===== config.mk =====
export PLATFORM = sky130hd
export DESIGN_NAME = lduse_interlock
export DESIGN_NICKNAME = d
export VERILOG_FILES = /design/src/rtl/hzd_pkg.sv /design/src/rtl/hzd_ex_tag.sv /design/src/rtl/hzd_src_cmp.sv /design/src/rtl/lduse_interlock.sv
export SDC_FILE = /design/constraint.sdc
export NUM_CORES = 1
export LEC_CHECK = 0
export CAP_MARGIN = 20
export CORE_AREA = 5 5 42 44
export CTS_BUF_LIST = sky130_fd_sc_hd__clkbuf_2
export DETAILED_ROUTE_END_ITERATION = 16
export DIE_AREA = 0 0 47 49
export GPL_TIMING_DRIVEN = 1
export SYNTH_ARGS = -nofsm -noshare
export SYNTH_HDL_FRONTEND = slang
export SYNTH_SLANG_ARGS = --single-unit

===== constraint.sdc =====
create_clock -name clk -period 2.24 [get_ports clk]
set_input_delay 0.672 -clock clk [delete_from_list [all_inputs] [get_ports clk]]
set_output_delay 0.672 -clock clk [all_outputs]
set_load 0.005 [all_outputs]

===== src/rtl/hzd_pkg.sv =====
package hzd_pkg;

    // Hold controls issued to the front of the pipeline.
    typedef struct packed {
        logic pc;
        logic ifid;
        logic idex;
    } hold_ctrl_t;

    function automatic hold_ctrl_t mk_hold(input logic stall);
        hold_ctrl_t h;
        h.pc   = stall;
        h.ifid = stall;
        h.idex = stall;
        return h;
    endfunction

endpackage


===== src/rtl/hzd_ex_tag.sv =====
module hzd_ex_tag #(
    parameter int unsigned RAW = 5
) (
    input  logic           clk,
    input  logic           rst,
    input  logic           bubble,
    input  logic           dec_is_load,
    input  logic [RAW-1:0] dec_dst,
    output logic           armed,
    output logic [RAW-1:0] ex_dst
);
    logic           ld_q;
    logic [RAW-1:0] dst_q;

    always_ff @(posedge clk) begin
        if (rst || bubble) begin
            ld_q  <= 1'b0;
            dst_q <= '0;
        end else begin
            ld_q  <= dec_is_load;
            dst_q <= dec_dst;
        end
    end

    // Register 0 is never a real producer.
    assign armed  = ld_q && (dst_q != '0);
    assign ex_dst = dst_q;
endmodule


===== src/rtl/hzd_src_cmp.sv =====
module hzd_src_cmp #(
    parameter int unsigned RAW = 5
) (
    input  logic           used,
    input  logic [RAW-1:0] idx,
    input  logic           armed,
    input  logic [RAW-1:0] ex_dst,
    output logic           hit
);
    assign hit = armed && used && (idx == ex_dst);
endmodule


===== src/rtl/lduse_interlock.sv =====
module lduse_interlock
    import hzd_pkg::*;
#(
    parameter int unsigned NUM_REGS = 32,
    parameter int unsigned NUM_SRC  = 2,
    localparam int unsigned RAW     = $clog2(NUM_REGS)
) (
    input  logic                          clk,
    input  logic                          rst,
    input  logic [NUM_SRC-1:0][RAW-1:0]   id_src_idx,
    input  logic [NUM_SRC-1:0]            id_src_used,
    input  logic                          id_is_load,
    input  logic [RAW-1:0]                id_dst,
    output logic                          pc_hold,
    output logic                          ifid_hold,
    output logic                          idex_bubble
);
    logic           armed;
    logic [RAW-1:0] ex_dst;
    logic [NUM_SRC-1:0] hits;
    logic           stall;
    hold_ctrl_t     hold;

    hzd_ex_tag #(.RAW(RAW)) u_tag (
        .clk        (clk),
        .rst        (rst),
        .bubble     (stall),
        .dec_is_load(id_is_load),
        .dec_dst    (id_dst),
        .armed      (armed),
        .ex_dst     (ex_dst)
    );

    for (genvar g = 0; g < NUM_SRC; g++) begin : g_src
        hzd_src_cmp #(.RAW(RAW)) u_cmp (
            .used  (id_src_used[g]),
            .idx   (id_src_idx[g]),
            .armed (armed),
            .ex_dst(ex_dst),
            .hit   (hits[g])
        );
    end

    assign stall = |hits;

    always_comb hold = mk_hold(stall);

    assign pc_hold     = hold.pc;
    assign ifid_hold   = hold.ifid;
    assign idex_bubble = hold.idex;
endmodule


# Yosys cells after proc, flatten, opt, wreduce, memory -nomap -nowiden
# Cells that the tools add are included.
# word_totals
reg_bits	6
input_bits	20
out_inout_bits	3
elab_cells	12
# op_classes
eq_ne	2
reduce_logical	8
# ops
cell	count
== test 5 bit	2
logical AND 1 bit	5
nonzero test 5 bit	1
OR reduction 2 bit	1
logical OR 1 bit	1

# Longest topological paths before layout
# Gate-level depths: netlist of the first run.
# depth
word_depth	6
depth_mapped	5
depth_no_buf	4

# Modules after synthesis
# A second synthesis of the first run with hierarchy kept.
# hier_totals
cells_unflattened	34
hier_area_um2	315.3
# by_module_without_submodules
module	n_inst	cells_each	area_each_um2	seq_area_each_um2
hzd_ex_tag	1	15	176.4	120.1
hzd_src_cmp	2	8	58.8	0.0
lduse_interlock	1	3	21.3	0.0

# Worst setup path after synthesis of the first run
# Ideal clock, no wire load.
# synth_timing
path_kind	input-to-output
from	in id_src_idx[1] (netlist name)
to	out ifid_hold
arrival_ns	1.591
required_time_ns	1.568
setup_slack_ns	-0.023
cell_stages	5
path_buffers	1
cell_sequence	xnor2_1 > nand4_1 > o22ai_1 > and2_1 > buf_4
# synth_between
elab_chain_cells	3
# synth_lines
item	line_no	rtl
start: declaration	lduse_interlock.sv:10	input logic [NUM_SRC-1:0][RAW-1:0] id_src_idx,
== test 5 bit	hzd_src_cmp.sv:10	assign hit = armed && used && (idx == ex_dst);
logical AND 1 bit	hzd_src_cmp.sv:10	
OR reduction 2 bit	lduse_interlock.sv:44	assign stall = |hits;
end: declaration	lduse_interlock.sv:15	output logic ifid_hold,
# Every way passes these cells.

# Final worst setup path of the first run
# layout_timing
from	reg u_tag.dst_q[1], in the netlist u_tag.ex_dst[1]
to	out pc_hold
# layout_between
elab_chain_cells	5
elab_cells_between_ends	9
cone_classes	eq/ne: 2; reduce/logical: 7
# layout_lines
item	line_no	rtl
start: declaration	hzd_ex_tag.sv:13	logic [RAW-1:0] dst_q;
start signal: assignment	hzd_ex_tag.sv:21	dst_q <= dec_dst;
nonzero test 5 bit	hzd_ex_tag.sv:26	assign armed = ld_q && (dst_q != '0);
logical AND 1 bit	hzd_ex_tag.sv:26	
logical AND 1 bit (2 in a row)	hzd_src_cmp.sv:10	
OR reduction 2 bit (*)	lduse_interlock.sv:44	
end: declaration	lduse_interlock.sv:14	output logic pc_hold,
# Every way passes the cells marked *; elsewhere a longest branch is shown, timed or not.

==> results of run 1 <==
==> per-layer routing <==
layer / global-route usage [%] / up-vias
li1: - / 193
met1: 6.59 / 166
met2: 16.1 / 16
met3: 2.95 / 3
met4: 6.45 / 0
met5: 0 / -
==> worst register-to-register path: cells and delay by family, from the launching register on <==
kind | cells | cell delay (ps)
and+or+nand+nor | 1 | 520
AOI/OAI and AO/OA | 2 | 340
DFF | 1 | 310
buffers and inverters | 2 | 260
==> worst paths after layout <==
check / endpoint / slack [ps] / depth (start not counted)
setup / recovery: pc_hold / -170 / 6
setup reg to reg: u_tag.ex_dst[0] / 720 / 5
hold reg to reg: u_tag.ex_dst[1] / 740 / 4
hold / removal: u_tag.ex_dst[1] / 740 / 4
==> flip-flops by register name, summed over array words and instances (netlist names) <==
signal and cells:
u_tag.ex_dst 5, u_tag.ld_q 1
==> what timing repair did <==
item                                    CTS  global route
buffers inserted                          5             0
endpoints found under the setup margin    3             3
gates resized for setup                  34            13
endpoints found under the hold margin     0             0
pin swaps                                15            16
==> area by class of cell <==
type,instances,area share [%]
timing repair buffer,32,41.3
multi-input combinational,30,34.3
sequential,6,18.9
clock buffer,3,2.34
tap,16,3.12
==> power by group through the flow <==
stage | registers [mW] | clock network [mW] | logic [mW]
finish | 0.117 | 0.0745 | 0.0750
global route | 0.118 | 0.0811 | 0.0812
CTS | 0.117 | 0.0768 | 0.0767
detailed placement | 0.120 | 0 | 0.0776
global placement | 0.119 | 0 | 0.0781
floorplan | 0.120 | 0 | 0.0305
==> logic make-up after synthesis <==
family | share of synthesized area, %
AO/OA/AOI/OAI | 13.3
XOR/XNOR | 25.8
buffers and inverters | 4.43
flip-flops | 35.4
AND/OR/NAND/NOR | 21.0
==> through the flow <==
step	setup TNS (ps)	hold WS, ps	setup slack [ps]
5_1_grt	-439	808	-200
2_1_floorplan	0	554	59.7
3_3_place_gp	-2180	645	-728
3_5_place_dp	-2260	648	-765
4_1_cts	-461	747	-200
6_report	-335	737	-168
==> cells in the final DEF (no fill, tap or decap), drive strengths merged <==
cell	netlist	layout
a21oi	6	6
o22ai	1	1
o21a	1	1
xnor2	10	10
clkdlybuf4s15	0	2
dfxtp	6	6
nand2b	6	6
nand2	2	2
buf	2	13
and2	1	1
or4	1	1
nand4	2	2
dlymetal6s2s	0	1
dlygate4sd2	0	2
clkbuf	0	10
clkdlybuf4s50	0	7
==> out/qor.csv, run 1 <==
stage;metric;value;unit
synth;ys_ff_latch;6;
synth;syn_area;339;µm²
floorplan;initial_core_util;24.2;%
sta;finClkSkew;2.37;ps
setup_path;crit_type;flop to output pin;
sta;timing.final.crit_share;107;%
finish;fin_util;45.8;%
sta;setup_ws;-168;ps
setup_path;crit_path_start;u_tag.ex_dst[1];
finish;area_growth;89.3;%
synth;synth_edf_count;0;
clock_tree;cts.path.max_buffers;2;
sta;max_freq;415;MHz
outcome;status;finished with violations;
setup_path;crit_path_start_kind;flop;
clock_tree;path_clk_slew;60;ps
pwr;power;0.267;mW
pwr;leakagePower;0.291;nW
floorplan;row_count;14;
clock_tree;cts_inserted_buffers;3;
flow_run;max_cap_violations;0;
setup_path;arrival;1740;ps
pwr;pwr-share-seq;43.9;%
drt;drt-total-wl;915;µm
synth;synth_top_area_share;35.4;%
sta;finalHoldViolCount;0;
clock_tree;clk_latency;220;ps
setup_path;cp_slowest_cell;or4_1;
pwr;p_per_area;415;nW/µm²
synth;synth_area_leaders;dfxtp_1 (35%), xnor2_1 (26%), nand2b_1 (11%), a21oi_1 (8.9%), buf_4 (4.4%);
pwr;intPower;0.200;mW
drt;drtPass1Iterations;2;
drt;avgViaCountPerCell;4.34;
synth;ys_types;11;
drt;met2WireLength;513;µm
pwr;vdd.ir_drop.worst;0.214;mV
sta;worst_slew_margin_rel;89.4;%
clock_tree;cts_tree;done;
drt;wl_per_cell;10.5;µm
clock_tree;htreeDepth;1;
clock_tree;cts.sinks;6;
global_route;antenna_found_initial;0;
synth;synth_common_cells;xnor2_1 (10), a21oi_1 (6), dfxtp_1 (6), nand2b_1 (6);
setup_path;path_buf_inv;3;
setup_path;cp-end-kind;output pin;
pwr;comb_power_share;28.1;%
min_path;hold_class;flop to flop;
drt;wl_met3;85;µm
sta;rsz0062_at_grt;true;
place;place_area;608;µm²
setup_path;cpLargestDelayFamily;simple AND/OR/NAND/NOR gates;
pwr;power_switching;0.0670;mW
synth;ys_warn_count;0;
global_route;grt_pass1_wl;1410;µm
finish;stdcell_count;87;
finish;fillers;158;
outcome;violations;negative setup slack;
synth;async_reset_ff_share;0;%
finish;antenna_cells;0;
pwr;switching_share;25.1;%
floorplan;dieArea;2300;µm²
drt;vias;378;
floorplan;fp.dieH;49;µm
global_route;grt_max_degree;7;
finish;seqCellArea;121;µm²
min_path;hp-start;u_tag.ld_q;
global_route;gr-total-overflow;0;
synth;synth.largest_area_cell;dfxtp_1;
sta;finalMaxSlewViolations;0;
setup_path;path_max_fanout;2;
synth;ys_seq_area_share;35.4;%
setup_path;cp_data_required_time;1570;ps
finish;drive_gt1_share;39.4;%
sta;post-route-min-period;2410;ps
clock_tree;cts_hold_buffers;0;
synth;yosysMostFrequentCell;xnor2_1;
place;place_congestion;0.721;
drt;antenna_left;0;
floorplan;core-area;1400;µm²
setup_path;cp_common_cell;buf_6;
clock_tree;root_buffer;clkbuf_2;
synth;syn_area_per_cell;8.92;µm²
place;placed_cells;79;
global_route;grt_pass1_vias;398;
pwr;pwr-share-clk;27.9;%
synth;synthFlopType;dfxtp_1;
synth;syn_nets;58;
sta;setup_viol;3;
global_route;grt_usage;8.66;%
drt;drtIter0Drc;3;
sta;max_slew.worst_pin.slew;159;ps
floorplan;die_w;47;µm
finish;multi_input_area;220;µm²
synth;syn_inst;38;
place;numPortBuffers;22;
drt;drc;0;
drt;wl_met1;294;µm
setup_path;crit_path_max_incr_delay;520;ps
setup_path;path_cells;or4_1 -> o21a_2 -> and2_4 -> buf_6 -> buf_6 -> buf_6;
drt;routed.top_layer;met4;
finish;finalInstanceArea;642;µm²
setup_path;reg2reg_from;u_tag.ex_dst[1];
finish;final_nets;93;
floorplan;io_pins;23;
No activity file was read; power rests on OpenSTA's default activity.
==> run 2, diff against run 1 <==
- GPL_TIMING_DRIVEN: 1 -> 0
==> run 2 against run 1 <==
  * The flow still finishes with violations (negative setup slack)
  * Sequential cell count stayed put
  * Clock power is 1% lower
  * Combinational power is 16% higher
  * Register-to-register slack hardly changed
  * Clock skew is 2.2 ps lower
  * Worst setup slack better by 16 ps
  * Utilization is 3.9 points higher
  * Largest cell class is now multi-input gates
  * Highest routed layer is now met3
==> out/qor.csv, run 2 (synthesis results as in run 1) <==
stage;metric;value;unit;change
outcome;status;finished with violations;;
outcome;violations;negative setup slack;;
setup_path;reg2reg_from;u_tag.ex_dst[1];;
sta;max_slew.worst_pin.slew;203;ps;+44.3 ps
floorplan;initial_core_util;24.2;%;unchanged
place;numPortBuffers;22;;unchanged
floorplan;io_pins;23;;unchanged
clock_tree;root_buffer;clkbuf_2;;
global_route;grt_usage;8.18;%;-0.48 points
pwr;comb_power_share;31.0;%;+2.9 points
finish;final_nets;93;;unchanged
place;place_congestion;0.714;;-0.94%
global_route;grt_pass1_vias;379;;-4.8%
drt;drt-total-wl;990;µm;+8.2%
drt;avgViaCountPerCell;4.26;;-1.9%
setup_path;crit_path_start_kind;flop;;
floorplan;die_w;47;µm;unchanged
sta;setup_viol;3;;unchanged
finish;antenna_cells;0;;unchanged
pwr;p_per_area;402;nW/µm²;-3.1%
global_route;grt_max_degree;7;;unchanged
sta;rsz0062_at_grt;true;;
sta;hold_slack;780;ps;+42.6 ps
setup_path;regToRegSetupSlack;720;ps;about the same
drt;antenna_left;0;;unchanged
floorplan;row_count;14;;unchanged
floorplan;dieArea;2300;µm²;unchanged
clock_tree;htreeDepth;1;;unchanged
clock_tree;path_clk_slew;60;ps;about the same
clock_tree;cts.path.max_buffers;2;;unchanged
pwr;pwr-share-seq;42.7;%;-1.2 points
clock_tree;cts_tree;done;;
global_route;antenna_found_initial;0;;unchanged
setup_path;crit_type;flop to output pin;;
clock_tree;cts_inserted_buffers;3;;unchanged
finish;drive_gt1_share;57.7;%;+18 points
sta;setup_ws;-152;ps;+15.8 ps
floorplan;fp.dieH;49;µm;unchanged
pwr;switching_share;26.4;%;+1.2 points
setup_path;cp_data_required_time;1570;ps;about the same
finish;final_common_cell;buf_2;;
place;place_area;586;µm²;-3.7%
sta;worst_slew_margin_rel;86.4;%;-3.0 points
finish;area_growth;106;%;
pwr;pwr-share-clk;26.3;%;-1.6 points
finish;fillers;148;;-6.3%
pwr;intPower;0.207;mW;+3.5%
drt;drc;0;;unchanged
setup_path;arrival;1720;ps;-20 ps
sta;finalHoldViolCount;0;;unchanged
finish;fin_util;49.7;%;+3.9 points
drt;vias;371;;-1.9%
clock_tree;clk_latency;210;ps;about the same
finish;final_cell_mix;buf_2 (8), clkdlybuf4s50_1 (7), buf_4 (7);;
global_route;grt_pass1_wl;1360;µm;-3.9%
pwr;leakagePower;0.311;nW;+6.7%
min_path;hp-start;u_tag.ld_q;;
sta;max_freq;418;MHz;+0.66%
pwr;power_switching;0.0739;mW;+10%
finish;finalInstanceArea;697;µm²;+8.6%
sta;timing.final.crit_share;107;%;-0.71 points
sta;post-route-min-period;2390;ps;-15.8 ps
pwr;vdd.ir_drop.worst;0.201;mV;-5.7%
floorplan;core-area;1400;µm²;unchanged
drt;drtPass1Iterations;3;;+1
finish;largest_reg_flops;5;;unchanged
clock_tree;cts.sinks;6;;unchanged
flow_run;max_cap_violations;0;;unchanged
drt;drtIter0Drc;5;;+2
setup_path;path_max_fanout;2;;unchanged
drt;wl_per_cell;11.4;µm;+8.2%
global_route;gr-total-overflow;0;;unchanged
setup_path;crit_path_start;u_tag.ex_dst[1];;
setup_path;cp-end-kind;output pin;;
sta;finalMaxSlewViolations;0;;unchanged
min_path;hold_class;flop to flop;;
sta;finClkSkew;0.193;ps;-2.18 ps
==> run 2: layout make-up <==
cell class                      count  area [µm²]  share of cell area (%)
Buffer                              2        22.5                    3.23
Clock buffer                        3        15.0                    2.15
Multi-Input combinational cell     30         280                    40.2
Sequential cell                     6         124                    17.8
Tap cell                           16        20.0                    2.87
Timing Repair Buffer               30         235                    33.8
==> run 2: what timing repair did <==
action | in CTS | in global routing
endpoints found under the setup margin | 3 | 3
gates cloned | 0 | 0
gates resized for setup | 64 | 9
buffers inserted | 7 | 1
hold buffers | 0 | 0
pin swaps | 16 | 12
==> run 2: worst max-delay path, stage by stage (launching register included) <==
cell,delay [ps]
dfxtp_2,320
or4_4,530
o21a_4,210
and2_4,130
buf_6,110
buf_6,100
buf_6,100
==> run 2: through the flow <==
stage | cells | setup TNS [ps] | setup slack (ps) | total power [mW]
final | 87 | -369 | -152 | 0.280
after detailed placement | 76 | -2890 | -998 | 0.191
after floorplan | 38 | 0 | 59.7 | 0.150
after CTS | 86 | -471 | -186 | 0.270
after global placement | 76 | -2790 | -960 | 0.190
after global routing | 87 | -471 | -185 | 0.292
==> run 2: metal layers <==
layer / GRT usage (%) / wire (µm)
met5: 0 / 0
met4: 4.15 / 0
met3: 2.21 / 73
met2: 15.2 / 566
met1: 7.51 / 350
==> run 2: path summary, 6_finish.rpt <==
path	endpoint	depth (start not counted)
worst max-delay path	pc_hold	6
worst min-delay path	u_tag.ex_dst[0]	4
worst max register to register	u_tag.ld_q	5
worst min register to register	u_tag.ex_dst[0]	4
==> run 2: power groups by stage <==
| stage | logic (mW) | registers, mW | clock network, mW |
|---|---|---|---|
| 2_1_floorplan | 0.0305 | 0.120 | 0 |
| 3_3_place_gp | 0.0696 | 0.120 | 0 |
| 3_5_place_dp | 0.0701 | 0.121 | 0 |
| 4_1_cts | 0.0772 | 0.119 | 0.0746 |
| 5_1_grt | 0.0932 | 0.121 | 0.0785 |
| 6_report | 0.0870 | 0.120 | 0.0737 |
==> run 3, diff against run 2 <==
--- a/config.mk
+++ b/config.mk
@@ -6,4 +6,5 @@
 export NUM_CORES = 1
 export LEC_CHECK = 0
+export ABC_AREA = 0
 export CAP_MARGIN = 20
 export CORE_AREA = 5 5 42 44
==> constraint.sdc (replaced) <==
create_clock -name clk -period 2.24 [get_ports clk]
set_input_delay 0.672 -clock clk [delete_from_list [all_inputs] [get_ports clk]]
set_output_delay 0.672 -clock clk [all_outputs]
set_load 0.02 [all_outputs]
==> run 3 against run 2 <==
  * Via count fell by 4.6%
  * First-iteration DRC count fell by 60%
  * Register-to-register slack improved by 120 ps
  * Total power rose by 2.1%
  * Non-clock buffer count fell by 3
  * Sequential cell count did not move
  * Clock power barely moved
  * The run still ends with negative setup slack left
  * Sequential power barely moved
  * Largest power group unchanged
  * Critical path type unchanged
  * Die area did not move
==> out/qor.csv, run 3 (synthesis results as in run 1) <==
stage;metric;value;unit;change
outcome;status;finished with violations;;
outcome;violations;negative setup slack;;
setup_path;crit_path_start_kind;flop;;
pwr;p_per_area;397;nW/µm²;-1.3%
global_route;antenna_found_initial;0;;unchanged
global_route;grt_pass1_wl;1300;µm;-4.6%
sta;finalHoldViolCount;0;;unchanged
finish;fillers;156;;+5.4%
min_path;hp-start;u_tag.ld_q;;
sta;finalMaxSlewViolations;0;;unchanged
finish;stdcell_count;84;;-3.4%
clock_tree;root_buffer;clkbuf_2;;
setup_path;regToRegSetupSlack;840;ps;+120 ps
floorplan;dieArea;2300;µm²;unchanged
min_path;hold_class;flop to flop;;
pwr;switching_share;26.0;%;-0.31 points
sta;setup_ws;-79.5;ps;+72.5 ps
min_path;min_to;u_tag.ex_dst[1];;
clock_tree;cts_inserted_buffers;3;;unchanged
pwr;intPower;0.212;mW;+2.5%
global_route;gr-total-overflow;0;;unchanged
sta;finClkSkew;2.88;ps;+2.68 ps
drt;drtIter0Drc;2;;-3
place;placed_cells;76;;unchanged
floorplan;core-area;1400;µm²;unchanged
finish;seqCellArea;126;µm²;+2.0%
finish;final_cell_mix;xnor2_2 (9), buf_6 (9), clkdlybuf4s50_1 (7);;
clock_tree;path_clk_slew;60;ps;about the same
pwr;comb_power_share;32.4;%;+1.4 points
clock_tree;cts_hold_buffers;0;;unchanged
sta;max_freq;431;MHz;+3.1%
finish;drive_gt1_share;60.3;%;+2.5 points
setup_path;cp_data_required_time;1570;ps;about the same
drt;drt-total-wl;905;µm;-8.6%
clock_tree;cts_tree;done;;
drt;wl_per_cell;10.8;µm;-5.3%
global_route;grt_pass1_vias;369;;-2.6%
sta;post-route-min-period;2320;ps;-72.5 ps
place;place_congestion;0.725;;+1.6%
flow_run;max_cap_violations;0;;unchanged
clock_tree;clk_latency;220;ps;about the same
drt;antenna_left;0;;unchanged
sta;worst_slew_margin_rel;84.1;%;-2.4 points
setup_path;arrival;1650;ps;-70 ps
pwr;pwr-share-clk;25.6;%;-0.7 points
setup_path;reg2reg_depth;4;;-1
drt;avgViaCountPerCell;4.21;;-1.2%
global_route;grt_max_degree;7;;unchanged
drt;drtPass1Iterations;2;;-1
setup_path;cp-end-kind;output pin;;
floorplan;fp.dieH;49;µm;unchanged
finish;largest_reg_flops;5;;unchanged
sta;setup_viol;2;;-1
clock_tree;cts.path.max_buffers;2;;unchanged
setup_path;path_max_fanout;3;;+1
pwr;power_switching;0.0746;mW;+0.89%
floorplan;initial_core_util;24.2;%;unchanged
sta;max_slew.worst_pin.slew;239;ps;+35.5 ps
finish;area_growth;113;%;
global_route;grt_usage;8.05;%;-0.13 points
sta;timing.final.crit_share;104;%;-3.2 points
setup_path;crit_type;flop to output pin;;
clock_tree;htreeDepth;1;;unchanged
min_path;hold_path_depth;3;;-1
floorplan;die_w;47;µm;unchanged
sta;rsz0062_at_grt;true;;
pwr;leakagePower;0.317;nW;+2.2%
setup_path;reg2reg_from;u_tag.ex_dst[1];;
pwr;vdd.ir_drop.worst;0.187;mV;-7.0%
pwr;pwr-share-seq;41.9;%;-0.8 points
finish;antenna_cells;0;;unchanged
drt;vias;354;;-4.6%
drt;drc;0;;unchanged
clock_tree;cts.sinks;6;;unchanged
floorplan;row_count;14;;unchanged
sta;hold_slack;664;ps;-115 ps
finish;multi_input_area;303;µm²;+8.0%
setup_path;worstReg2RegEnd;u_tag.ld_q;;
finish;final_nets;90;;-3.2%
floorplan;io_pins;23;;unchanged
place;numPortBuffers;22;;unchanged
-- run 3: changes by cell type in the layout (fill, tap and decap cells not counted) --
cell,change
dfxtp_4,+1
buf_2,-4
buf_4,-2
dfxtp_2,-1
xnor2_1,-3
buf_6,+3
xnor2_2,+3
-- run 3: worst max-delay path: stages, from the launching register on --
cell     delay (ps)
dfxtp_4         340
or4_4           510
o21a_4          210
and2_4          150
buf_6           110
buf_6           120
-- run 3: area by class of cell --
cell class	count	share of cell area, %
Multi-Input combinational cell	30	42.0
Buffer	2	3.13
Sequential cell	6	17.5
Tap cell	16	2.78
Timing Repair Buffer	27	32.5
Clock buffer	3	2.08
-- run 3: per-layer routing --
metal / global-route usage [%] / wire length [µm] / up-vias
li1: - / - / 187
met1: 7.54 / 295 / 154
met2: 14.0 / 534 / 13
met3: 2.21 / 75 / 0
met4: 5.53 / 0 / 0
met5: 0 / 0 / -
-- run 3: stage by stage --
step	utilization (%)	setup slack, ps	TNS [ps]	power (mW)	cell area (µm²)
floorplan	-	7.44	0	0.151	348
global placement	42.0	-1050	-3050	0.191	588
CTS	44.7	-119	-319	0.270	627
global route	51.4	-128	-303	0.298	721
finish	51.4	-79.5	-158	0.286	721
detailed placement	42.0	-1060	-3100	0.191	588
-- run 3: power groups by stage --
stage               clock network, mW  registers, mW  logic (mW)
floorplan                           0          0.120      0.0313
global placement                    0          0.120      0.0704
detailed placement                  0          0.121      0.0707
CTS                            0.0754          0.119      0.0751
global route                   0.0773          0.121      0.0996
finish                         0.0734          0.120      0.0929
-- run 3: how the worst max path moves through the flow --
stage / end / start / slack, ps
after floorplan: ifid_hold / id_src_idx[1] / 7
after global placement: pc_hold / id_src_idx[4] / -1050
after detailed placement: pc_hold / id_src_idx[4] / -1060
after CTS: pc_hold / u_tag.ex_dst[1] / -120
after global routing: ifid_hold / id_src_idx[0] / -130
final: pc_hold / u_tag.ex_dst[1] / -80
-- run 3: what timing repair did --
item,4_1_cts,5_1_grt
pin swaps,17,12
setup buffers,4,1
gates resized for setup,62,19
endpoints found under the hold margin,0,0
endpoints found under the setup margin,3,3
